**src/rtl/ml_arb_pkg.sv**
```systemverilog
package ml_arb_pkg;
  typedef enum logic {
    BUS_FREE = 1'b0,
    BUS_HELD = 1'b1
  } bus_state_e;
endpackage

```
**src/rtl/ml_tier_select.sv**
```systemverilog
module ml_tier_select #(
  parameter int N_LEVELS = 2
) (
  input  logic [N_LEVELS-1:0] lvl_req,
  input  logic                busy,
  output logic [N_LEVELS-1:0] lvl_gnt
);
  // Fixed priority: tier 0 first.
  always_comb begin
    logic found;
    found   = 1'b0;
    lvl_gnt = '0;
    for (int l = 0; l < N_LEVELS; l++) begin
      if (!found && lvl_req[l] && !busy) begin
        lvl_gnt[l] = 1'b1;
        found      = 1'b1;
      end
    end
  end
endmodule

```
**src/rtl/ml_chain_cell.sv**
```systemverilog
module ml_chain_cell #(
  parameter bit IS_MEMBER = 1'b1
) (
  input  logic grant_in,
  input  logic req,
  output logic grant_out,
  output logic take
);
  generate
    if (IS_MEMBER) begin : g_member
      assign take      = grant_in & req;
      assign grant_out = grant_in & ~req;
    end else begin : g_bypass
      assign take      = 1'b0;
      assign grant_out = grant_in;
    end
  endgenerate
endmodule

```
**src/rtl/ml_busy_track.sv**
```systemverilog
module ml_busy_track
  import ml_arb_pkg::*;
#(
  parameter int N_MASTERS = 4
) (
  input  logic                 clk,
  input  logic                 rst_n,
  input  logic [N_MASTERS-1:0] gnt,
  input  logic [N_MASTERS-1:0] done,
  output logic                 busy
);
  logic [N_MASTERS-1:0] owner_q;
  bus_state_e           state;

  always_ff @(posedge clk) begin
    if (!rst_n) owner_q <= '0;
    else        owner_q <= (owner_q & ~done) | gnt;
  end

  assign state = (|owner_q) ? BUS_HELD : BUS_FREE;
  assign busy  = (state == BUS_HELD);

  p_busy_after_grant_r5: assert property (@(posedge clk) disable iff (!rst_n)
    (|gnt) |=> busy);
  p_owner_release_r9: assert property (@(posedge clk) disable iff (!rst_n)
    (|(owner_q & done)) |=> !busy);
  p_foreign_done_ignored_r7: assert property (@(posedge clk) disable iff (!rst_n)
    (busy && !(|(owner_q & done))) |=> busy);
  p_single_owner_r8: assert property (@(posedge clk) disable iff (!rst_n)
    $onehot0(owner_q));
endmodule

```
**src/rtl/ml_chain_arbiter.sv**
```systemverilog
module ml_chain_arbiter #(
  parameter int N_MASTERS = 4,
  parameter int N_LEVELS  = 2,
  parameter int LW        = (N_LEVELS > 1) ? $clog2(N_LEVELS) : 1,
  parameter logic [N_MASTERS*LW-1:0] LEVEL_MAP = 4'b1010
) (
  input  logic                 clk,
  input  logic                 rst_n,
  input  logic [N_MASTERS-1:0] req,
  input  logic [N_MASTERS-1:0] done,
  output logic [N_MASTERS-1:0] gnt,
  output logic                 busy
);
  logic [N_LEVELS-1:0]                 lvl_req;
  logic [N_LEVELS-1:0]                 lvl_gnt;
  logic [N_LEVELS-1:0][N_MASTERS:0]    chain;
  logic [N_MASTERS-1:0][N_LEVELS-1:0]  take;

  // Shared request line of each tier.
  always_comb begin
    lvl_req = '0;
    for (int i = 0; i < N_MASTERS; i++) begin
      for (int l = 0; l < N_LEVELS; l++) begin
        if (LEVEL_MAP[i*LW +: LW] == LW'(l)) lvl_req[l] = lvl_req[l] | req[i];
      end
    end
  end

  ml_tier_select #(.N_LEVELS(N_LEVELS)) u_sel (
    .lvl_req (lvl_req),
    .busy    (busy),
    .lvl_gnt (lvl_gnt)
  );

  // One chain per tier; cells of other tiers are transparent.
  for (genvar l = 0; l < N_LEVELS; l++) begin : g_lvl
    assign chain[l][0] = lvl_gnt[l];
    for (genvar i = 0; i < N_MASTERS; i++) begin : g_cell
      ml_chain_cell #(.IS_MEMBER(LEVEL_MAP[i*LW +: LW] == LW'(l))) u_cell (
        .grant_in  (chain[l][i]),
        .req       (req[i]),
        .grant_out (chain[l][i+1]),
        .take      (take[i][l])
      );
    end
  end

  for (genvar i = 0; i < N_MASTERS; i++) begin : g_out
    assign gnt[i] = |take[i];
  end

  ml_busy_track #(.N_MASTERS(N_MASTERS)) u_busy (
    .clk   (clk),
    .rst_n (rst_n),
    .gnt   (gnt),
    .done  (done),
    .busy  (busy)
  );

  p_onehot_grant_r8: assert property (@(posedge clk) disable iff (!rst_n)
    $onehot0(gnt));
  p_grant_needs_req_r2: assert property (@(posedge clk) disable iff (!rst_n)
    (gnt & ~req) == '0);
  p_no_grant_busy_r6: assert property (@(posedge clk) disable iff (!rst_n)
    busy |-> (gnt == '0));
  p_tier_grant_onehot_r4: assert property (@(posedge clk) disable iff (!rst_n)
    $onehot0(lvl_gnt));
endmodule

```
**config.mk**
```make
export PLATFORM = sky130hd
export DESIGN_NAME = ml_chain_arbiter
export DESIGN_NICKNAME = d
export VERILOG_FILES = /design/src/rtl/ml_arb_pkg.sv /design/src/rtl/ml_tier_select.sv /design/src/rtl/ml_chain_cell.sv /design/src/rtl/ml_busy_track.sv /design/src/rtl/ml_chain_arbiter.sv
export SDC_FILE = /design/constraint.sdc
export NUM_CORES = 1
export LEC_CHECK = 0
export ABC_AREA = 1
export ABC_CLOCK_PERIOD_IN_PS = 1450
export BUFFER_PORTS_ARGS = -buffer_cell sky130_fd_sc_hd__buf_2
export CORE_AREA = 3 3 40 42
export CTS_CLUSTER_DIAMETER = 60
export DETAILED_ROUTE_END_ITERATION = 6
export DIE_AREA = 0 0 43 45
export GPL_TIMING_DRIVEN = 0
export PLACE_DENSITY_LB_ADDON = 0.15
export SYNTH_ARGS = -nofsm -noshare
export SYNTH_HDL_FRONTEND = slang
export SYNTH_HIERARCHICAL = 1
export SYNTH_SLANG_ARGS = --single-unit
```
**constraint.sdc**
```tcl
create_clock -name clk -period 1.45 [get_ports clk]
set_input_delay 0.0725 -clock clk [delete_from_list [all_inputs] [get_ports clk]]
set_output_delay 0.0725 -clock clk [all_outputs]
set_load 0.05 [all_outputs]
```
==> impl_results.md <==
- Failing checks: negative setup slack
- Largest regs: u_busy/owner_q (4)
- DRT iter0 DRCs: 3
- Synth Instances: 70
- CP peak stage delay: 0.33 ns
- Layout Nets: 98
- H-tree Lvls: 1
- Detailed Routing Iterations Pass 1: 2
- Setup TNS: -0.0106 ns
- CTS tree: done
- Placed insts: 99
- Max-Cap Viols: 0
- RR Startpoint: u_busy/owner_q[2]
- Top cell by count, worst path: inv_2
- Hold bufs inserted after CTS: 0
- Critical Path, Cell by Cell: nor2_4 -> nand2_4 -> inv_2 -> nand2_2 -> nor2_4 -> inv_2 -> nor2_2 -> nand2_1 -> inv_1 -> inv_2 -> nand2_8 -> buf_8
- Final Skew: 0.00403 ns
- Filler instances: 155
- Skew-Pair Late Insertion Delay: 0.24 ns
- Die width: roughly 43 µm
- Worst Setup Start Kind: register
- Largest Register: u_busy/owner_q
- Synth Cell Area: 367 µm²
- DR WL/cell: 6.46 µm
- Final ANT Viol Nets: 0
- Min Hold Slack: about 0.072 ns
- GRT overflow: 0
- Total number of vias: 354
- Yosys warning count: 6
- Hold Fails Final Rpt: 0
- Min-delay src: done[1]
- PnR Total Power: between 0.4 and 0.5 mW
- Largest register FFs: 4
- Crit path required time: 1.38 ns
- Worst-case reg-to-reg path depth: 14
- Final WL: roughly 650 µm
- Die area: 1940 µm²
- Core area: roughly 1300 µm²
- Net count after synthesis: 80
- Outcome: finished, violations left
- Buf/Inv on CP: 5
- I/O Pins: 15
- Initial antenna violation count: 0
- CP Class: register to output port
- CTS Sinks: 4
- Clk root buf: clkbuf_4
- Setup slack, reg-to-reg: 0.15 ns
- Die Y: between 40 and 50 µm
- CTS Buf Count: 3
- Worst vdd ir: about 0.00048 V
- Crit path time final: 1.46 ns
- CP arrival: 1.39 ns
- Worst setup margin: -0.0106 ns
- N_diodes: 0
- Final setup vio count: 1
- Pins Over Slew Limit: 0
- Crit path max fanout: 3
- Hold path depth: 4
- Lkg Pwr: 0.350 nW
- Family with the most delay on the worst path: simple AND/OR/NAND/NOR gates
- F_max: 685 MHz
- Starting Density: between 20% and 30%
- Vias in the first global route: 314
- Critical path's slowest cell: dfxtp_2
- Gpl congestion: just under 0.7
- Power per cell area: 728 nW/µm²
- Total track usage: under 10%
- Final Non-Filler Cells: ~100
- Area Growth Syn to Fin: 59.0%
- Reg clk slew, reported paths: 0.04 ns
- Final Cycle Share: 101%
- End point of the worst hold path: u_busy/owner_q[1]
- HPWL after DPL: 542 µm
- Worst R2R End: u_busy/owner_q[3]
- Pin count of the biggest net entering global routing: 5
- Avg Cell Area, Syn: 5.24 µm²
- Clock Tree Buf Depth: 2
- Share of cells above drive strength 1: 54.7%
- First-pass GRT wire length: about 1200 µm
- Endpoint type of the worst setup path: output port
- Worst hold path class: primary input to register
- RSZ-0062 raised after global routing: true
- PortBufs: 14
- DRC: 0
- Vias per inst: 3.50
- Rows: 13
[worst max-delay path by stage]
stage | start | to | slack (ns) | cells past startpoint
2_1_floorplan | u_busy/owner_q[1] | u_busy/owner_q[3] | -0.07 | 15
3_3_place_gp | u_busy/owner_q[1] | gnt[3] | -0.07 | 14
3_5_place_dp | u_busy/owner_q[1] | gnt[3] | -0.08 | 14
4_1_cts | u_busy/owner_q[2] | gnt[3] | -0.05 | 12
5_1_grt | u_busy/owner_q[0] | gnt[3] | -0.15 | 12
6_report | u_busy/owner_q[2] | gnt[3] | -0.01 | 12
[per-stage QoR]
stage                     util [%]  instance area (µm²)  setup WS [ns]
final                         45.4                  583        -0.0106
after global placement        40.0                  514        -0.0653
after detailed placement      40.0                  514        -0.0801
after floorplan                  -                  425        -0.0654
after CTS                     43.8                  563        -0.0453
after global routing          45.4                  583         -0.149
[cell usage in the layout (no fill, tap or decap), types with 3 or more instances in the layout]
cell and instances:
a21oi_1 3, buf_2 10, buf_4 6, buf_8 3, clkbuf_4 4, conb_1 4
dfxtp_2 4, inv_1 22, inv_2 7, nand2_1 10, nand2_4 3, nor2_4 4
[worst register-to-register path: cells and delay by family, from the launching register on]
kind / cells / cell delay (ns)
DFF: 1 / 0.33
buffers and inverters: 6 / 0.32
AOI/OAI and AO/OA: 1 / 0.09
and+or+nand+nor: 7 / 0.49
[per-layer routing]
layer / GRT usage [%] / share of wire, %
met5: 0 / 0
met4: 1.81 / 0
met3: 5.98 / 7.7
met1: 10.1 / 47
met2: 12.9 / 45
[layout make-up]
type	instances	area [µm²]	share of cell area, %
inverters	29	109	18.7
multi-input cells	30	200	34.3
flip-flops and latches	4	85.1	14.6
repair buffers	16	118	20.2
plain buffers	4	30.0	5.15
clock buffers	3	22.5	3.86
well taps	15	18.8	3.22
[power breakdown]
part           total (mW)  internal (mW)  switching (mW)  leakage, nW
sequential          0.129          0.120         0.00815       0.0343
combinational       0.154         0.0655          0.0881        0.302
clock               0.142         0.0928          0.0493       0.0138
[repair_timing]
item | in CTS | in global routing
setup endpoints to repair | 3 | 5
resized for setup | 13 | 7
pin swaps | 7 | 3
buffers inserted | 2 | 0
Note: power is estimated with default switching activity, not from simulation.
